$ cat config.mk
export PLATFORM = sky130hd
export DESIGN_NAME = irq_bank_ctrl
export DESIGN_NICKNAME = d
export VERILOG_FILES = /design/src/rtl/irq_bank_pkg.sv /design/src/rtl/irq_bank_decode.sv /design/src/rtl/irq_bank_state.sv /design/src/rtl/irq_bank_ctrl.sv
export SDC_FILE = /design/constraint.sdc
export NUM_CORES = 1
export LEC_CHECK = 0
export ABC_AREA = 1
export ABC_CLOCK_PERIOD_IN_PS = 8820
export BUFFER_PORTS_ARGS = -buffer_cell sky130_fd_sc_hd__clkbuf_2
export CELL_PAD_IN_SITES_DETAIL_PLACEMENT = 1
export CELL_PAD_IN_SITES_GLOBAL_PLACEMENT = 2
export CORE_ASPECT_RATIO = 1.1
export CORE_MARGIN = 4
export CORE_UTILIZATION = 37
export DETAILED_ROUTE_END_ITERATION = 7
export PLACE_DENSITY = 0.95
export SYNTH_ARGS = -nofsm -noshare
export SYNTH_HDL_FRONTEND = slang
export SYNTH_SLANG_ARGS = --single-unit
$ cat constraint.sdc
create_clock -name clk -period 8.82 [get_ports clk]
set_clock_uncertainty 0.1 [all_clocks]
set_input_delay 1.323 -clock clk [delete_from_list [all_inputs] [get_ports clk]]
set_output_delay 1.323 -clock clk [all_outputs]
set_load 0.01 [all_outputs]
$ cat src/rtl/irq_bank_pkg.sv
package irq_bank_pkg;

  typedef enum logic [3:0] {
    SEL_NONE,
    SEL_IRQ_VIEW,
    SEL_ENABLE,
    SEL_STEER,
    SEL_FIQ_VIEW,
    SEL_RAW,
    SEL_IDLE,
    SEL_HIGHEST,
    SEL_PRIO
  } regSel_e;

  typedef struct packed {
    regSel_e    sel;
    logic       bank;
    logic [5:0] prioIdx;
  } access_t;

  typedef struct packed {
    logic        enable;
    logic        steer;
    logic        idle;
    logic        prio;
    logic        bank;
    logic [5:0]  prioIdx;
    logic [31:0] data;
  } wrStrobe_t;

endpackage

$ cat src/rtl/irq_bank_decode.sv
module irq_bank_decode
  import irq_bank_pkg::*;
#(
  parameter int NUM_SRC = 40,
  parameter int ADDR_W  = 8,
  parameter int DATA_W  = 32,
  parameter int IDX_W   = 4
) (
  input  logic              busValid,
  input  logic              busWrite,
  input  logic [ADDR_W-1:0] busAddr,
  input  logic [DATA_W-1:0] busWdata,
  input  logic              cpValid,
  input  logic              cpWrite,
  input  logic [IDX_W-1:0]  cpIndex,
  input  logic [DATA_W-1:0] cpWdata,
  output access_t           busAcc,
  output access_t           cpAcc,
  output wrStrobe_t         wrStb
);

  localparam int HI_SRC    = NUM_SRC - 32;
  localparam int PRIO_LO   = 'h1C;
  localparam int PRIO_LO_E = PRIO_LO + 4 * 31;
  localparam int PRIO_HI   = 'hB0;
  localparam int PRIO_HI_E = PRIO_HI + 4 * (HI_SRC - 1);

  function automatic access_t decodeAddr(input logic [ADDR_W-1:0] a);
    access_t r;
    int      ai;
    r  = '{sel: SEL_NONE, bank: 1'b0, prioIdx: 6'd0};
    ai = int'(a);
    if (a[1:0] == 2'b00) begin
      if (ai >= PRIO_LO && ai <= PRIO_LO_E) begin
        r.sel     = SEL_PRIO;
        r.prioIdx = 6'((ai - PRIO_LO) >> 2);
      end else if (ai >= PRIO_HI && ai <= PRIO_HI_E) begin
        r.sel     = SEL_PRIO;
        r.prioIdx = 6'(32 + ((ai - PRIO_HI) >> 2));
      end else begin
        case (ai)
          'h00: r.sel = SEL_IRQ_VIEW;
          'h04: r.sel = SEL_ENABLE;
          'h08: r.sel = SEL_STEER;
          'h0C: r.sel = SEL_FIQ_VIEW;
          'h10: r.sel = SEL_RAW;
          'h14: r.sel = SEL_IDLE;
          'h18: r.sel = SEL_HIGHEST;
          'h9C: begin r.sel = SEL_IRQ_VIEW; r.bank = 1'b1; end
          'hA0: begin r.sel = SEL_ENABLE;   r.bank = 1'b1; end
          'hA4: begin r.sel = SEL_STEER;    r.bank = 1'b1; end
          'hA8: begin r.sel = SEL_FIQ_VIEW; r.bank = 1'b1; end
          'hAC: begin r.sel = SEL_RAW;      r.bank = 1'b1; end
          default: r.sel = SEL_NONE;
        endcase
      end
    end
    return r;
  endfunction

  // Index order is fixed: low bank group, highest-priority, high bank group
  function automatic access_t decodeIndex(input logic [IDX_W-1:0] i);
    access_t r;
    r = '{sel: SEL_NONE, bank: 1'b0, prioIdx: 6'd0};
    case (i)
      4'h0: r.sel = SEL_IRQ_VIEW;
      4'h1: r.sel = SEL_ENABLE;
      4'h2: r.sel = SEL_STEER;
      4'h3: r.sel = SEL_FIQ_VIEW;
      4'h4: r.sel = SEL_RAW;
      4'h5: r.sel = SEL_HIGHEST;
      4'h6: begin r.sel = SEL_IRQ_VIEW; r.bank = 1'b1; end
      4'h7: begin r.sel = SEL_ENABLE;   r.bank = 1'b1; end
      4'h8: begin r.sel = SEL_STEER;    r.bank = 1'b1; end
      4'h9: begin r.sel = SEL_FIQ_VIEW; r.bank = 1'b1; end
      4'hA: begin r.sel = SEL_RAW;      r.bank = 1'b1; end
      default: r.sel = SEL_NONE;
    endcase
    return r;
  endfunction

  logic busWr;
  logic cpWr;

  always_comb begin
    busAcc = decodeAddr(busAddr);
    cpAcc  = decodeIndex(cpIndex);
    busWr  = busValid && busWrite;
    cpWr   = cpValid && cpWrite;
    wrStb  = '0;
    if (busWr) begin
      wrStb.enable  = (busAcc.sel == SEL_ENABLE);
      wrStb.steer   = (busAcc.sel == SEL_STEER);
      wrStb.idle    = (busAcc.sel == SEL_IDLE);
      wrStb.prio    = (busAcc.sel == SEL_PRIO);
      wrStb.bank    = busAcc.bank;
      wrStb.prioIdx = busAcc.prioIdx;
      wrStb.data    = busWdata;
    end else if (cpWr) begin
      wrStb.enable  = (cpAcc.sel == SEL_ENABLE);
      wrStb.steer   = (cpAcc.sel == SEL_STEER);
      wrStb.bank    = cpAcc.bank;
      wrStb.data    = cpWdata;
    end
  end

endmodule

$ cat src/rtl/irq_bank_state.sv
module irq_bank_state
  import irq_bank_pkg::*;
#(
  parameter int NUM_SRC = 40,
  parameter int DATA_W  = 32,
  parameter int PRIO_W  = 6
) (
  input  logic               clk,
  input  logic               rstN,
  input  wrStrobe_t          wrStb,
  input  access_t            busAcc,
  input  access_t            cpAcc,
  input  logic [NUM_SRC-1:0] srcLevel,
  input  logic               coreHalted,
  input  logic [DATA_W-1:0]  hpValue,
  output logic [DATA_W-1:0]  busRdata,
  output logic [DATA_W-1:0]  cpRdata,
  output logic               irqOut,
  output logic               fiqOut,
  output logic               wakeReq,
  output logic [NUM_SRC-1:0] pendVec,
  output logic [NUM_SRC-1:0] maskVec,
  output logic [NUM_SRC-1:0] steerVec,
  output logic               idleAll
);

  localparam int NPORT = 2;
  localparam int PE_W  = PRIO_W + 1;

  logic [NUM_SRC-1:0] pendQ, maskQ, steerQ;
  logic               idleQ;
  logic [PE_W-1:0]    prioQ [NUM_SRC];

  // Level-following pending state
  always_ff @(posedge clk or negedge rstN) begin
    if (!rstN) pendQ <= '0;
    else       pendQ <= srcLevel;
  end

  // Enable and steering, written per bank
  always_ff @(posedge clk or negedge rstN) begin
    if (!rstN) begin
      maskQ  <= '0;
      steerQ <= '0;
    end else begin
      for (int b = 0; b < NUM_SRC; b++) begin
        if ((b >= 32) == wrStb.bank) begin
          if (wrStb.enable) maskQ[b]  <= wrStb.data[b & 31];
          if (wrStb.steer)  steerQ[b] <= wrStb.data[b & 31];
        end
      end
    end
  end

  always_ff @(posedge clk or negedge rstN) begin
    if (!rstN)           idleQ <= 1'b0;
    else if (wrStb.idle) idleQ <= ~wrStb.data[0];
  end

  generate
    for (genvar g = 0; g < NUM_SRC; g++) begin : gPrio
      always_ff @(posedge clk or negedge rstN) begin
        if (!rstN) prioQ[g] <= '0;
        else if (wrStb.prio && wrStb.prioIdx == 6'(g))
          prioQ[g] <= {wrStb.data[DATA_W-1], wrStb.data[PRIO_W-1:0]};
      end
    end
  endgenerate

  // Registered outputs
  logic [NUM_SRC-1:0] live;
  assign live = pendQ & maskQ;

  always_ff @(posedge clk or negedge rstN) begin
    if (!rstN) begin
      irqOut  <= 1'b0;
      fiqOut  <= 1'b0;
      wakeReq <= 1'b0;
    end else begin
      irqOut  <= |(live & ~steerQ);
      fiqOut  <= |(live & steerQ);
      wakeReq <= coreHalted && |(pendQ & (maskQ | {NUM_SRC{idleQ}}));
    end
  end

  function automatic logic [DATA_W-1:0] bankView(input logic [NUM_SRC-1:0] v,
                                                 input logic bank);
    return bank ? DATA_W'(v[NUM_SRC-1:32]) : v[31:0];
  endfunction

  // One read mux per access path
  access_t           accArr [NPORT];
  logic [DATA_W-1:0] rdArr  [NPORT];
  assign accArr[0] = busAcc;
  assign accArr[1] = cpAcc;

  generate
    for (genvar p = 0; p < NPORT; p++) begin : gRead
      always_comb begin
        case (accArr[p].sel)
          SEL_IRQ_VIEW: rdArr[p] = bankView(live & ~steerQ, accArr[p].bank);
          SEL_FIQ_VIEW: rdArr[p] = bankView(live & steerQ, accArr[p].bank);
          SEL_ENABLE:   rdArr[p] = bankView(maskQ, accArr[p].bank);
          SEL_STEER:    rdArr[p] = bankView(steerQ, accArr[p].bank);
          SEL_RAW:      rdArr[p] = bankView(pendQ, accArr[p].bank);
          SEL_IDLE:     rdArr[p] = DATA_W'(!idleQ);
          SEL_HIGHEST:  rdArr[p] = hpValue;
          SEL_PRIO: begin
            rdArr[p] = '0;
            if (int'(accArr[p].prioIdx) < NUM_SRC) begin
              rdArr[p][DATA_W-1]   = prioQ[accArr[p].prioIdx][PE_W-1];
              rdArr[p][PRIO_W-1:0] = prioQ[accArr[p].prioIdx][PRIO_W-1:0];
            end
          end
          default:      rdArr[p] = '0;
        endcase
      end
    end
  endgenerate

  assign busRdata = rdArr[0];
  assign cpRdata  = rdArr[1];
  assign pendVec  = pendQ;
  assign maskVec  = maskQ;
  assign steerVec = steerQ;
  assign idleAll  = idleQ;

endmodule

$ cat src/rtl/irq_bank_ctrl.sv
module irq_bank_ctrl
  import irq_bank_pkg::*;
#(
  parameter int NUM_SRC = 40,
  parameter int ADDR_W  = 8,
  parameter int DATA_W  = 32,
  parameter int IDX_W   = 4
) (
  input  logic               clk,
  input  logic               rstN,
  input  logic               busValid,
  input  logic               busWrite,
  input  logic [ADDR_W-1:0]  busAddr,
  input  logic [DATA_W-1:0]  busWdata,
  output logic [DATA_W-1:0]  busRdata,
  input  logic               cpValid,
  input  logic               cpWrite,
  input  logic [IDX_W-1:0]   cpIndex,
  input  logic [DATA_W-1:0]  cpWdata,
  output logic [DATA_W-1:0]  cpRdata,
  input  logic [NUM_SRC-1:0] srcLevel,
  input  logic               coreHalted,
  input  logic [DATA_W-1:0]  hpValue,
  output logic               irqOut,
  output logic               fiqOut,
  output logic               wakeReq
);

  access_t            busAcc, cpAcc;
  wrStrobe_t          wrStb;
  logic [NUM_SRC-1:0] pendVec, maskVec, steerVec;
  logic               idleAll;

  irq_bank_decode #(
    .NUM_SRC(NUM_SRC), .ADDR_W(ADDR_W), .DATA_W(DATA_W), .IDX_W(IDX_W)
  ) u_decode (
    .busValid(busValid), .busWrite(busWrite), .busAddr(busAddr),
    .busWdata(busWdata), .cpValid(cpValid), .cpWrite(cpWrite),
    .cpIndex(cpIndex), .cpWdata(cpWdata),
    .busAcc(busAcc), .cpAcc(cpAcc), .wrStb(wrStb)
  );

  irq_bank_state #(
    .NUM_SRC(NUM_SRC), .DATA_W(DATA_W)
  ) u_state (
    .clk(clk), .rstN(rstN), .wrStb(wrStb), .busAcc(busAcc), .cpAcc(cpAcc),
    .srcLevel(srcLevel), .coreHalted(coreHalted), .hpValue(hpValue),
    .busRdata(busRdata), .cpRdata(cpRdata),
    .irqOut(irqOut), .fiqOut(fiqOut), .wakeReq(wakeReq),
    .pendVec(pendVec), .maskVec(maskVec), .steerVec(steerVec),
    .idleAll(idleAll)
  );

endmodule

==> impl_metrics.ini <==
[sta]
setup_tns_ns = 0
unrepaired_setup_endpoints_after_global_routing = false
timing.slew.headroom_pct = 23.6
finalCritPeriodShare_pct = 78.2
achievable-frequency_mhz = 145
setup-violations-final = 0
report.final.hold_viol_count = 0
maxSlewViolCount = 0
finalCriticalPeriod_ns = 6.90
worst_slew_pin_slew_ns = 1.15

[placement]
hpwlAfterDp_mm = 65.2
placement.io_buffers = 221
dpl.cell_count = 3908
finalWeightedCongestion = 0.963

[die]
std_cell_rows = 94
floorplan.die_area_um2 = 64600
io-pin-count = 222
floorplan.die.width_um = 243
core_footprint_um2 = 59900
initial_core_util_pct = 37.5
chipHeight_um = 266

[hold_path]
hold_path.class = flop to flop
hold_path_depth = 2

[logic_synthesis]
synth_enable_flop_cells = 0
syn_avg_cell_area_um2 = 7.28
post_synthesis_sequential_element_count = 404
yosysTopAreaCellShare_pct = 45.1
synthDistinctLibCells = 48
yosysSeqAreaShare_pct = 45.1
synth_top_area_cell = sky130_fd_sc_hd__dfrtp_1
synth_async_sr_flop_share_pct = 100
yosysMostFrequentCell = sky130_fd_sc_hd__nand2_1
syn-cell-area_um2 = 22400
synthesis.nets = 3244
yosys_warnings = 0
post_synth_inst_count = 3079
synth_flop_cell = sky130_fd_sc_hd__dfrtp_1
synth.top_cells.by_count = sky130_fd_sc_hd__nand2_1, sky130_fd_sc_hd__o21ai_0, sky130_fd_sc_hd__dfrtp_1
synth.area.top_cells = sky130_fd_sc_hd__dfrtp_1, sky130_fd_sc_hd__nand2_1, sky130_fd_sc_hd__o21ai_0

[clock_tree]
htree_num_levels = 2
clock-sinks = 404
post-cts-setup-buffers = 0
insertion_delay_ns = 0.59
clock_edge_transition_at_the_registers_on_the_reported_setup_and_hold_paths_ns = 0.06
cts-root-buf = sky130_fd_sc_hd__clkbuf_16
cts_tree = built
cts_hold_repair.buffers = 0
post_cts_resized = 0
buffer_depth_of_the_longest_clock_path = 3
cts_made_buffers = 46

[critical_path]
slowest_stage = sky130_fd_sc_hd__nor3_1
reg2reg_setup_slack_ns = 6.55
critPathMaxStageDelay_ns = 0.74
cp_max_fo = 28
path_class = primary input to primary output
cpMostUsedCell = sky130_fd_sc_hd__nand2_1
reg2reg_depth = 6
crit_chain = clkbuf_2, inv_1, ha_1, nand2_1, inv_1, nand2_1, nand4_1, nand2_2, nand2_1, nand2_2, nand2_1, inv_1, nand2_1, buf_4, inv_1, o211ai_1, nand3_1, nor3_1, nand2_1, clkbuf_2
worstSetupStartpointType = primary input
critical_path_required_ns = 7.40
timing.critical_path.arrival_ns = 5.48
worstSetupEndpointType = primary output

[drt]
postRouteWirelength_mm = 94.5
wl_met3_mm = 5.59
detail_route.first_pass.iterations = 5
drt.antenna.violating_nets = 0
drc_errors = 0
routed_wire_length_per_instance_um = 23.7
avgViaCountPerCell = 5.83
route.vias.total = 23200
drt-initial-drc-count = 1839
top_layer_used = met4
wirelength_met1_mm = 38.0
met2_wl_mm = 46.2

[power]
cell_int_power_uw = 3250
fin_total_pwr_uw = 4800
clkPwrFrac_pct = 38.5
pwr_density_cell_nw_per_um2 = 188
sequentialPowerShare_pct = 43.4
power.ir.vdd_worst_mv = 0.139
total_leakage_power_uw = 0.0116
switching_share_pct = 32.3
net-switching-power_uw = 1550
comb_pwr_share_pct = 18.1

[layout]
fin_nets = 3353
final-instance-count-excl-fill = 3987
insertedDiodeCount = 0
synthToLayoutAreaGrowth_pct = 13.8
post_route_cells_drive_above_1_share_pct = 11.7

[global_routing]
grt-ovfl-total = 0
largest_net_degree_at_the_start_of_global_routing = 162
grt_pass1_wl_mm = 145
first_global_vias = 24200
antenna_found_initial = 1
groute.usage.overall_pct = 28.4

[status]
outcome = completed

[job]
timing.max_cap.violations = 0
## final timing paths
kind	startpoint	endpoint
worst min register to register	u_state.prioQ[279]$_DFFE_PN0P_	u_state.prioQ[279]$_DFFE_PN0P_
min in group asynchronous	rstN	u_state.idleAll$_DFFE_PN0P_
worst max register to register	u_state.pendVec[23]$_DFF_PN0_	u_state.irqOut$_DFF_PN0_
max in group asynchronous	rstN	u_state.prioQ[91]$_DFFE_PN0P_
worst min-delay path	u_state.prioQ[279]$_DFFE_PN0P_	u_state.prioQ[279]$_DFFE_PN0P_
worst max-delay path	busAddr[5]	busRdata[0]
## registers in the layout, summed over array words and instances, names as in the netlist
| name | count |
|---|---|
| u_state.wakeReq | 1 |
| u_state.maskVec | 40 |
| u_state.fiqOut | 1 |
| u_state.irqOut | 1 |
| u_state.steerVec | 40 |
| u_state.idleAll | 1 |
| u_state.pendVec | 40 |
| u_state.prioQ | 280 |
## logic make-up (layout without fill, tap and decap cells)
kind of cell | count (synthesis) | after routing | share of synthesized area [%]
AO/OA/AOI/OAI | 738 | 738 | 18.7
XOR/XNOR | 5 | 5 | 0.195
adder cells (fa/ha/maj) | 10 | 10 | 0.558
buffers and inverters | 427 | 567 | 7.49
flip-flops | 404 | 404 | 45.1
AND/OR/NAND/NOR | 1495 | 1495 | 28.0
## through the flow
step | hold slack, ns | area (um2) | utilization (%) | setup WS, ns
floorplan | 0.348 | 22400 | - | 3.74
global placement | 0.366 | 24100 | 40.3 | 2.08
detailed placement | 0.373 | 24100 | 40.3 | 1.98
CTS | 0.388 | 25500 | 42.6 | 1.97
global route | 0.409 | 25500 | 42.6 | 1.64
finish | 0.386 | 25500 | 42.6 | 1.92
## cell usage in the layout (no fill, tap or decap), drive strengths merged, types with 17 or more instances in the layout
cell type and instances:
a21oi 44, a221oi 24, a22o 25, buf 37, clkbuf 284, dfrtp 404, inv 233, nand2 969
nand3 308, nand4 24, nor2 156, nor4 17, o211ai 29, o21ai 507, o22ai 67
## worst max-delay path: cells and delay by family
| family | cells | cell delay (ns) |
|---|---|---|
| AOI/OAI and AO/OA | 1 | 0.17 |
| adders and majority gates | 1 | 0.29 |
| buffers and inverters | 7 | 1.39 |
| and+or+nand+nor | 11 | 2.25 |
## metal layers
metal	vias up	global-route usage (%)
met5	-	0
met4	0	12.7
met3	251	3.66
met2	870	49.6
met1	11600	35.2
li1	10500	-
## power by group through the flow
stage / combinational, uW / sequential, uW / clock, uW
floorplan: 499 / 2070 / 0
global placement: 829 / 2100 / 0
detailed placement: 857 / 2110 / 0
CTS: 864 / 2080 / 1880
global route: 954 / 2090 / 1950
finish: 870 / 2080 / 1850
## cell type report
cell class / instances / area (um2)
clock buffer: 64 / 1300
inverter: 231 / 871
timing repair buffer: 257 / 1440
tap: 768 / 961
sequential: 404 / 10100
fill: 7531 / 34300
multi-input combinational: 2248 / 10700
clock inverter: 15 / 109
(Power assumes the default switching activity.)
